`config.mk`:
```
export PLATFORM = sky130hd
export DESIGN_NAME = mesh_route_unit
export DESIGN_NICKNAME = d
export VERILOG_FILES = /design/src/rtl/mesh_route_pkg.sv /design/src/rtl/mesh_offset.sv /design/src/rtl/mesh_turn_filter.sv /design/src/rtl/mesh_port_select.sv /design/src/rtl/mesh_route_unit.sv
export SDC_FILE = /design/constraint.sdc
export NUM_CORES = 1
export LEC_CHECK = 0
export BUFFER_PORTS_ARGS = -buffer_cell sky130_fd_sc_hd__buf_2
export CORE_UTILIZATION = 42
export CTS_CLUSTER_SIZE = 24
export DETAILED_ROUTE_END_ITERATION = 6
export PLACE_DENSITY = 0.83
export SETUP_SLACK_MARGIN = 0.05
export SLEW_MARGIN = 0
export SYNTH_ARGS = -nofsm -noshare
export SYNTH_HDL_FRONTEND = slang
export SYNTH_SLANG_ARGS = --single-unit
```
`constraint.sdc`:
```
create_clock -name clk -period 3.01 [get_ports clk]
set_input_delay 0.301 -clock clk [delete_from_list [all_inputs] [get_ports clk]]
set_output_delay 0.301 -clock clk [all_outputs]
set_load 0.02 [all_outputs]
```
`src/rtl/mesh_route_pkg.sv`:
```
package mesh_route_pkg;

    localparam int unsigned NPORT   = 5;
    localparam int unsigned P_LOCAL = 0;
    localparam int unsigned P_EAST  = 1;
    localparam int unsigned P_WEST  = 2;
    localparam int unsigned P_NORTH = 3;
    localparam int unsigned P_SOUTH = 4;

    typedef logic [NPORT-1:0] port_vec_t;

    typedef enum logic [1:0] {
        RM_DIM_ORDER  = 2'd0,
        RM_WEST_FIRST = 2'd1,
        RM_NORTH_LAST = 2'd2,
        RM_NEG_FIRST  = 2'd3
    } route_mode_e;

    typedef struct packed {
        logic      vld;
        port_vec_t port;
    } route_reg_t;

endpackage

```
`src/rtl/mesh_offset.sv`:
```
module mesh_offset #(
    parameter int unsigned CW = 3
) (
    input  logic [CW-1:0] here_x,
    input  logic [CW-1:0] here_y,
    input  logic [CW-1:0] dest_x,
    input  logic [CW-1:0] dest_y,
    output logic          go_east,
    output logic          go_west,
    output logic          go_north,
    output logic          go_south
);
    // Sign of each offset; unsigned compares keep the logic shallow.
    always_comb begin
        go_east  = dest_x > here_x;
        go_west  = dest_x < here_x;
        go_north = dest_y > here_y;
        go_south = dest_y < here_y;
    end
endmodule

```
`src/rtl/mesh_turn_filter.sv`:
```
module mesh_turn_filter
    import mesh_route_pkg::*;
(
    input  logic [1:0] mode,
    input  logic       go_east,
    input  logic       go_west,
    input  logic       go_north,
    input  logic       go_south,
    output port_vec_t  allow
);
    route_mode_e mode_e;
    logic        arrived;
    logic        x_open;
    logic        neg_open;

    always_comb begin
        mode_e   = route_mode_e'(mode);
        arrived  = !(go_east || go_west || go_north || go_south);
        x_open   = go_east || go_west;
        neg_open = go_west || go_south;
        allow    = '0;
        unique case (mode_e)
            RM_DIM_ORDER: begin
                // Y is offered only once X is exhausted.
                allow[P_EAST]  = go_east;
                allow[P_WEST]  = go_west;
                allow[P_NORTH] = go_north && !x_open;
                allow[P_SOUTH] = go_south && !x_open;
            end
            RM_WEST_FIRST: begin
                // A westward leg must be taken before anything else.
                allow[P_WEST]  = go_west;
                allow[P_EAST]  = go_east;
                allow[P_NORTH] = go_north && !go_west;
                allow[P_SOUTH] = go_south && !go_west;
            end
            RM_NORTH_LAST: begin
                // North only when nothing else remains in X.
                allow[P_EAST]  = go_east;
                allow[P_WEST]  = go_west;
                allow[P_SOUTH] = go_south;
                allow[P_NORTH] = go_north && !x_open;
            end
            RM_NEG_FIRST: begin
                // Negative legs precede any positive leg.
                allow[P_WEST]  = go_west;
                allow[P_SOUTH] = go_south;
                allow[P_EAST]  = go_east && !neg_open;
                allow[P_NORTH] = go_north && !neg_open;
            end
            default: allow = '0;
        endcase
        allow[P_LOCAL] = arrived;
    end
endmodule

```
`src/rtl/mesh_port_select.sv`:
```
module mesh_port_select
    import mesh_route_pkg::*;
#(
    parameter int unsigned FW = 4
) (
    input  port_vec_t      allow,
    input  logic [FW-1:0]  credit_e,
    input  logic [FW-1:0]  credit_w,
    input  logic [FW-1:0]  credit_n,
    input  logic [FW-1:0]  credit_s,
    output port_vec_t      pick
);
    localparam port_vec_t X_MASK = port_vec_t'((1 << P_EAST) | (1 << P_WEST));
    localparam port_vec_t Y_MASK = port_vec_t'((1 << P_NORTH) | (1 << P_SOUTH));

    port_vec_t     x_part;
    port_vec_t     y_part;
    logic [FW-1:0] x_cred;
    logic [FW-1:0] y_cred;

    always_comb begin
        x_part = allow & X_MASK;
        y_part = allow & Y_MASK;
        x_cred = allow[P_EAST]  ? credit_e : credit_w;
        y_cred = allow[P_NORTH] ? credit_n : credit_s;
        if ((x_part != '0) && (y_part != '0)) begin
            // Strictly more room wins for Y; ties stay in X.
            pick = (y_cred > x_cred) ? y_part : x_part;
        end else begin
            pick = allow;
        end
    end
endmodule

```
`src/rtl/mesh_route_unit.sv`:
```
module mesh_route_unit
    import mesh_route_pkg::*;
#(
    parameter int unsigned CW = 3,
    parameter int unsigned FW = 4
) (
    input  logic          clk,
    input  logic          rst_n,
    input  logic          head_vld,
    input  logic [CW-1:0] here_x,
    input  logic [CW-1:0] here_y,
    input  logic [CW-1:0] dest_x,
    input  logic [CW-1:0] dest_y,
    input  logic [1:0]    route_mode,
    input  logic [FW-1:0] credit_e,
    input  logic [FW-1:0] credit_w,
    input  logic [FW-1:0] credit_n,
    input  logic [FW-1:0] credit_s,
    output logic          route_vld,
    output logic [4:0]    route_port
);
    logic       go_east, go_west, go_north, go_south;
    port_vec_t  allow;
    port_vec_t  pick;
    route_reg_t st_d, st_q;

    mesh_offset #(.CW(CW)) u_offset (
        .here_x   (here_x),
        .here_y   (here_y),
        .dest_x   (dest_x),
        .dest_y   (dest_y),
        .go_east  (go_east),
        .go_west  (go_west),
        .go_north (go_north),
        .go_south (go_south)
    );

    mesh_turn_filter u_filter (
        .mode     (route_mode),
        .go_east  (go_east),
        .go_west  (go_west),
        .go_north (go_north),
        .go_south (go_south),
        .allow    (allow)
    );

    mesh_port_select #(.FW(FW)) u_select (
        .allow    (allow),
        .credit_e (credit_e),
        .credit_w (credit_w),
        .credit_n (credit_n),
        .credit_s (credit_s),
        .pick     (pick)
    );

    always_comb begin
        st_d     = st_q;
        st_d.vld = head_vld;
        if (head_vld) begin
            st_d.port = pick;
        end
    end

    always_ff @(posedge clk) begin
        if (!rst_n) begin
            st_q <= '0;
        end else begin
            st_q <= st_d;
        end
    end

    assign route_vld  = st_q.vld;
    assign route_port = st_q.port;

    // A fresh route always names exactly one port.
    assert_onehot_R3: assert property (@(posedge clk) disable iff (!rst_n)
        route_vld |-> ($countones(route_port) == 1));

    // Between head flits the registered port does not move.
    assert_hold_R3: assert property (@(posedge clk) disable iff (!rst_n)
        !head_vld |=> $stable(route_port));

    assert_local_R2: assert property (@(posedge clk) disable iff (!rst_n)
        (route_vld && ($past(dest_x) == $past(here_x)) && ($past(dest_y) == $past(here_y)))
        |-> (route_port == 5'b00001));

    assert_minimal_R4: assert property (@(posedge clk) disable iff (!rst_n)
        route_vld |->
            (!route_port[P_EAST]  || ($past(dest_x) > $past(here_x))) &&
            (!route_port[P_WEST]  || ($past(dest_x) < $past(here_x))) &&
            (!route_port[P_NORTH] || ($past(dest_y) > $past(here_y))) &&
            (!route_port[P_SOUTH] || ($past(dest_y) < $past(here_y))));

    assert_dim_order_R5: assert property (@(posedge clk) disable iff (!rst_n)
        (route_vld && ($past(route_mode) == 2'd0) && ($past(dest_x) != $past(here_x)))
        |-> !(route_port[P_NORTH] || route_port[P_SOUTH]));

    assert_west_first_R6: assert property (@(posedge clk) disable iff (!rst_n)
        (route_vld && ($past(route_mode) == 2'd1))
        |-> (route_port[P_WEST] == ($past(dest_x) < $past(here_x))));

    assert_north_last_R7: assert property (@(posedge clk) disable iff (!rst_n)
        (route_vld && ($past(route_mode) == 2'd2) && route_port[P_NORTH])
        |-> ($past(dest_x) == $past(here_x)));

    assert_neg_first_R8: assert property (@(posedge clk) disable iff (!rst_n)
        (route_vld && ($past(route_mode) == 2'd3) && (route_port[P_EAST] || route_port[P_NORTH]))
        |-> (($past(dest_x) >= $past(here_x)) && ($past(dest_y) >= $past(here_y))));

endmodule

```
; ---- Word-level counts from Yosys, hierarchy flattened
; Index checks and enable logic that the tools add are counted.
[op_classes]
order_cmp = 5
eq_ne = 3
mux = 5
reduce_logical = 18
[op_table]
columns = cell, count
row1 = $pmux W4 S4, 1
row2 = $mux W5, 2
row3 = $reduce_bool A5 Y1, 2
row4 = $mux W4, 2
row5 = $logic_and A1 B1 Y1, 7
row6 = $gt A3 B3 Y1, 2
row7 = $lt A3 B3 Y1, 2
row8 = $eq A2 B2 Y1 const B, 2
row9 = $gt A4 B4 Y1, 1
row10 = $logic_not A1 Y1, 4
row11 = $logic_or A1 B1 Y1, 4
row12 = $eq A2 B1 Y1 const B, 1
row13 = $logic_not A2 Y1, 1
[totals]
register_bits = 6
in_bits = 33
word_cells = 33

; ---- Depth between registers and ports, before layout
; Gate-level depths: netlist of the first run.
[logic_depth]
ltp_word = 9
ltp_mapped = 13
ltp_nobuf = 13

; ---- Modules after synthesis
; Synthesis of the first run repeated with hierarchy kept, for this count alone.
[hier_totals]
hier_cells = 81
area_unflattened_um2 = 726.9
[modules_own_cells]
columns = mod, instances, cells_per_inst, area_each_um2
row1 = mesh_port_select, 1, 33, 285.3
row2 = mesh_route_unit, 1, 18, 220.2
row3 = mesh_offset, 1, 19, 147.6
row4 = mesh_turn_filter, 1, 11, 73.8

; ---- Least setup slack after synthesis of the first run
; Ideal clock, no wire load.
[synth_path]
kind = input to register
from = input here_y[1]
to = register st_q, in the netlist route_port[4]
arrival_time_ps = 2517
setup_slack_ps = 397
cell_stages = 13
n_path_buf = 0
path_cell_list = inv_1 -> ha_1 -> nor2b_2 -> o21ai_4 -> nand2_1 -> nand3_2 -> mux2_2 -> ha_1 -> nor2b_1 -> o211ai_1 -> a21o_1 -> o31a_1 -> o41ai_2
[synth_between]
elab_chain_cells = 9
elab_cells_between_ends = 19
cone_classes = order compare (3) / mux (5) / reduce/logical (11)
[synth_rtl]
columns = item, line_no
row1 = start: declaration, mesh_route_unit.sv:11  ; input logic [CW-1:0] here_y,
row2 = $lt A3 B3 Y1, mesh_offset.sv:18  ; go_south = dest_y < here_y;
row3 = $logic_or A1 B1 Y1, mesh_turn_filter.sv:20  ; neg_open = go_west || go_south;
row4 = $logic_not A1 Y1, "mesh_turn_filter.sv:48, mesh_turn_filter.sv:49"
row5 = $logic_and A1 B1 Y1 (on tied branches), "mesh_turn_filter.sv:49, mesh_turn_filter.sv:48"
row6 = $pmux W4 S4 (*), mesh_turn_filter.sv:22  ; unique case (mode_e)
row7 = $mux W4 (on tied branches), "mesh_port_select.sv:25, mesh_port_select.sv:24"
row8 = $gt A4 B4 Y1, mesh_port_select.sv:28  ; pick = (y_cred > x_cred) ? y_part : x_part;
row9 = $mux W5, mesh_port_select.sv:28
row10 = $mux W5 (*), mesh_port_select.sv:26  ; if ((x_part != '0) && (y_part != '0)) begin
row11 = end signal: assignment, mesh_route_unit.sv:68  ; st_q <= st_d;
row12 = end: declaration, mesh_route_unit.sv:25  ; route_reg_t st_d, st_q;
; Mark *: on every way between the ends. The rest lies on a longest branch, timed or not. The select of a mux whose other input is x is not followed.
; A chain may end at the register's enable or synchronous reset.

; ---- Worst setup path in the final report of the first run
; Ends and elaborated chain as after synthesis.

==> summary.md, run 1 <==
| Metric | Value |
|---|---|
| Critical Path Sink Type | `flop` |
| CTS resizes | `0` |
| TritonCTS sink count | `6` |
| ANT nets after route | `0` |
| TritonCTS buffer count | `3` |
| Worst setup path category | `in2reg` |
| Pin count of the biggest net entering global routing | `6` |
| Synthesized instance count | `71` |
| Die outline width | `41.0 µm` |
| Crit path time final | `2620 ps` |
| TNS Setup | `0 ps` |
| Clk slew on worst S/H paths | `40 ps` |
| Total vias in the final route | `688` |
| Yosys reg bits | `6` |
| Fin nets | `157` |
| Grt total ovfl | `0` |
| Drt wl/cell | `11.8 µm` |
| Hold Crit Class | `in2reg` |
| DP HPWL | `1.33 mm` |
| Port Buffers | `38` |
| Seq/Total Area, Yosys | `0.188` |
| Final Hold Fails | `0` |
| RSZ-0062 raised after global routing | `no` |
| Status | `finished, final reports clean` |
| Ant. Diodes | `0` |
| Max_slew headroom | `0.749` |
| Synthesis-to-layout area growth | `36.2%` |
| TritonCTS clock tree | `yes` |
| Count leader, synth | `ha_1` |
| CP required | `3160 ps` |
| Setup ws final | `391 ps` |
| Die H | `41.0 µm` |
| Skew final | `0 ps` |
| Worst-Margin Slew | `375 ps` |
| Number of global-route vias before repair | `582` |
| Filler cells | `129` |
| Syn nets | `114` |
| Post-synth top cells | `ha_1 (10), inv_1 (9), dfxtp_1 (6), mux2i_1 (6), nor2_1 (6)` |
| Synth Flop Type | `dfxtp_1` |
| WP data arrival | `2770 ps` |
| Mapped Area | `639 µm²` |
| IO Pins | `39` |
| Post-synth top area cell | `ha_1` |
| Max Buffers Root-to-Sink | `2` |
| P_leak | `0.481 nW` |
| Max Freq | `382 MHz` |
| Async S/R FF share, synth | `0` |
| Synth unique cells | `28` |
| Gpl congestion | `0.827` |
| Row Count | `13` |
| Starting DRT DRC Count | `4` |
| Pre-antenna DRT Iters | `4` |
| Worst setup SP type | `input pin` |
| H-Tree Depth | `1` |
| Initial Util | `0.474` |
| Post-CTS Setup Bufs | `0` |
| Post-route DRC | `0` |
| Initial antenna violation count | `0` |
| First-pass GRT wire length | `2.25 mm` |
| Die area | `0.00168 mm²` |
| Pins Over Slew Limit | `0` |
| Core area | `0.00135 mm²` |
| Avg Cell Area, Syn | `9.01 µm²` |
| Clock root buffer | `clkbuf_4` |
| Layout cells sized above 1 | `0.464` |
| Number of max-cap violations | `0` |
| Hold buffer count at cts | `0` |
| Top-area cell type share of the netlist area | `0.196` |
| Main area contributors after synthesis | `ha_1 (20%), dfxtp_1 (19%), mux2i_1 (9.4%), inv_1 (5.3%), mux2_2 (5.3%)` |
| Reg2reg path depth | `2` |
| Post-synth EDFFs | `0` |
| Pre-CTS WS | `145 ps` |
| Total GRT Usage | `0.202` |
| Routed Wire Length | `1.50 mm` |
| Ratio of total power to cell area | `338 mW/mm²` |
| Worst-path maximum fanout | `5` |
| Post-route clock period utilization | `0.870` |
| Worst skew pair latency | `240 ps` |
| Max IR drop VDD | `0.121 mV` |
| Hold Crit Depth | `3` |
| Final setup fails | `0` |
| Via-to-Cell Ratio | `5.42` |
| Yosys Warn Count | `0` |
where the power goes:
part / switching [mW] / total, mW / internal (mW)
registers: 0.00197 / 0.0865 / 0.0845
clock network: 0.0292 / 0.0743 / 0.0451
logic: 0.0679 / 0.134 / 0.0657
total: 0.0991 / 0.294 / 0.195
critical path, stage by stage:
cell and delay (ps):
buf_2 70, inv_1 30, ha_1 290, nor2b_2 170
o21ai_4 180, nand2_1 130, nand3_2 160, mux2_2 360
ha_1 290, nor2b_1 130, o211ai_1 80, a21o_1 170
o31a_1 120, o41ai_2 270
final timing paths:
| kind | start | end | slack [ps] |
|---|---|---|---|
| max reg2reg | route_port[4] | route_port[4] | 2410 |
| min | rst_n | route_port[3] | 340 |
| max | here_y[1] | route_port[4] | 390 |
| min reg2reg | route_port[0] | route_port[0] | 450 |
placed cells by master (no fill, tap or decap), types with 2 or more instances in the layout:
cell type,count
a21o_1,2
a21oi_1,4
buf_2,38
clkbuf_4,3
dfxtp_1,6
ha_1,10
inv_1,9
mux2_2,3
mux2i_1,6
nand2_1,3
nand3_1,4
nor2_1,6
stage by stage:
stage | hold WS [ps] | cell area [µm²] | std cells | power, mW | util
after global placement | 440 | 848 | 124 | 0.218 | 0.628
after CTS | 331 | 871 | 127 | 0.296 | 0.645
after global routing | 342 | 871 | 127 | 0.318 | 0.645
after detailed placement | 448 | 848 | 124 | 0.221 | 0.628
after floorplan | 445 | 639 | 71 | 0.180 | -
final | 336 | 871 | 127 | 0.294 | 0.645
layer usage:
layer	GRT usage	vias to the layer above	share of wire	wire, µm
met3	0.0163	4	0.045	68
met1	0.228	320	0.40	601
met2	0.359	23	0.53	800
li1	-	341	-	-
met4	0.125	0	0.017	25
met5	0	-	0	0
logic make-up (layout without fill, tap and decap cells):
group | count (synthesis) | in the layout | share of synthesized area
simple gates | 21 | 21 | 0.180
compound gates | 15 | 15 | 0.219
fa+ha+maj | 10 | 10 | 0.196
mux | 10 | 10 | 0.164
buf+inv | 9 | 50 | 0.0528
flops | 6 | 6 | 0.188
registers in the layout, summed over array words and instances, names as in the netlist:
name        flops
route_vld       1
route_port      5
final cells by class:
cell class              instances  area, µm²  area share
flip-flops and latches          6        120       0.138
inverters                       9       33.8      0.0388
well taps                      15       18.8      0.0216
multi-input cells              56        485       0.557
repair buffers                 38        190       0.218
clock buffers                   3       22.5      0.0259
Note: power is estimated with default switching activity, not from simulation.
==> run 2: changes to the inputs <==
BUFFER_PORTS_ARGS = -buffer_cell sky130_fd_sc_hd__clkbuf_2   (was -buffer_cell sky130_fd_sc_hd__buf_2)
CTS_CLUSTER_DIAMETER = 50   (was unset)
==> summary.md, run 2 (same netlist as run 1, synthesis figures left out) <==
| Metric | Value |
|---|---|
| Initial Util | `0.474` |
| TritonCTS clock tree | `yes` |
| Fin area | `871 µm²` |
| Ratio of total power to cell area | `337 mW/mm²` |
| Die area | `0.00168 mm²` |
| Number of max-cap violations | `0` |
| Total vias in the final route | `665` |
| Worst setup SP type | `input pin` |
| Final setup fails | `0` |
| TNS Setup | `0 ps` |
| Layout cells sized above 1 | `0.464` |
| TritonCTS sink count | `6` |
| Skew final | `0 ps` |
| Max_slew headroom | `0.758` |
| Max reg flops | `5` |
| First-pass GRT wire length | `2.13 mm` |
| Pins Over Slew Limit | `0` |
| CP peak stage delay | `350 ps` |
| Filler cells | `122` |
| Max Buffers Root-to-Sink | `2` |
| Fin nets | `157` |
| Total GRT Usage | `0.192` |
| Worst skew pair latency | `240 ps` |
| Core area | `0.00135 mm²` |
| Max Freq | `383 MHz` |
| Clk slew on worst S/H paths | `40 ps` |
| Critical path's most frequent cell | `ha_1` |
| Die outline width | `41.0 µm` |
| H-Tree Depth | `1` |
| Hold buffer count at cts | `0` |
| Max IR drop VDD | `0.128 mV` |
| Post-route clock period utilization | `0.867` |
| Final Hold Fails | `0` |
| CP required | `3160 ps` |
| RSZ-0062 raised after global routing | `no` |
| TritonCTS buffer count | `3` |
| Routed Wire Length | `1.46 mm` |
| Clock root buffer | `clkbuf_4` |
| Ant. Diodes | `0` |
| Pre-antenna DRT Iters | `4` |
| Pin count of the biggest net entering global routing | `6` |
| CP cell instances | `clkbuf_2, inv_1, ha_1, nor2b_2, o21ai_4, nand2_1, nand3_2, mux2_2, ha_1, nor2b_1, o211ai_1, a21o_1, o31a_1, o41ai_2` |
| Placed Area | `848 µm²` |
| Status | `finished, final reports clean` |
| DP HPWL | `1.30 mm` |
| Layout Utilization | `0.645` |
| Via-to-Cell Ratio | `5.24` |
| P_leak | `0.483 nW` |
| Port Buffers | `38` |
| Starting DRT DRC Count | `5` |
| Worst-Margin Slew | `362 ps` |
| Crit path time final | `2610 ps` |
| WP data arrival | `2760 ps` |
| Worst setup path category | `in2reg` |
| Row Count | `13` |
| ANT nets after route | `0` |
| Hold Crit Class | `in2reg` |
| Critical Path Sink Type | `flop` |
| Most frequent cells in the layout | `clkbuf_2 (38), ha_1 (10), inv_1 (9)` |
| Gpl congestion | `0.825` |
| Die H | `41.0 µm` |
| Initial antenna violation count | `0` |
| Post-route DRC | `0` |
| Drt wl/cell | `11.5 µm` |
| CTS resizes | `0` |
| Post-CTS Setup Bufs | `0` |
| Slowest-stage cell, CP | `mux2_2` |
| Number of global-route vias before repair | `543` |
| Synthesis-to-layout area growth | `36.2%` |
| Grt total ovfl | `0` |
| Worst-path maximum fanout | `5` |
| Commonest non-fill, non-tap cell in the layout | `clkbuf_2` |
| IO Pins | `39` |
==> run 2: area by class of cell <==
| class | instances | area (µm²) | area share |
|---|---|---|---|
| clock buffer | 3 | 22.5 | 0.0259 |
| timing repair buffer | 38 | 190 | 0.218 |
| tap | 15 | 18.8 | 0.0216 |
| inverter | 9 | 33.8 | 0.0388 |
| sequential | 6 | 120 | 0.138 |
| multi-input combinational | 56 | 485 | 0.557 |
==> run 2: routing by layer <==
layer,track usage,wire (µm),vias to the layer above
met5,0,0,-
met3,0.0163,63,4
li1,-,-,344
met2,0.328,752,20
met1,0.225,612,297
met4,0.125,29,0
==> run 2: stage by stage <==
stage,hold slack [ps],power (mW),worst slack [ps],std cells
4_1_cts,335,0.296,400,127
2_1_floorplan,445,0.180,397,71
3_5_place_dp,446,0.221,160,124
3_3_place_gp,443,0.218,229,124
5_1_grt,351,0.317,278,127
6_report,345,0.293,400,127
==> run 2: path summary, 6_finish.rpt <==
path | startpoint | end | slack [ps] | cells past startpoint
max | here_y[1] | route_port[4] | 400 | 14
max reg2reg | route_port[4] | route_port[4] | 2410 | 2
min reg2reg | route_port[0] | route_port[0] | 450 | 2
min | rst_n | route_port[3] | 350 | 3
==> run 2: report_power, final <==
part,internal [mW],switching [mW],total [mW]
Sequential,0.0846,0.00230,0.0869
Combinational,0.0655,0.0670,0.132
Clock,0.0451,0.0290,0.0741
==> run 2: critical path: cells and delay by family <==
family | cells | cell delay [ps]
AO/OA/AOI/OAI | 5 | 840
AND/OR/NAND/NOR | 4 | 580
adder cells (fa/ha/maj) | 2 | 580
multiplexers | 1 | 350
buffers and inverters | 2 | 100
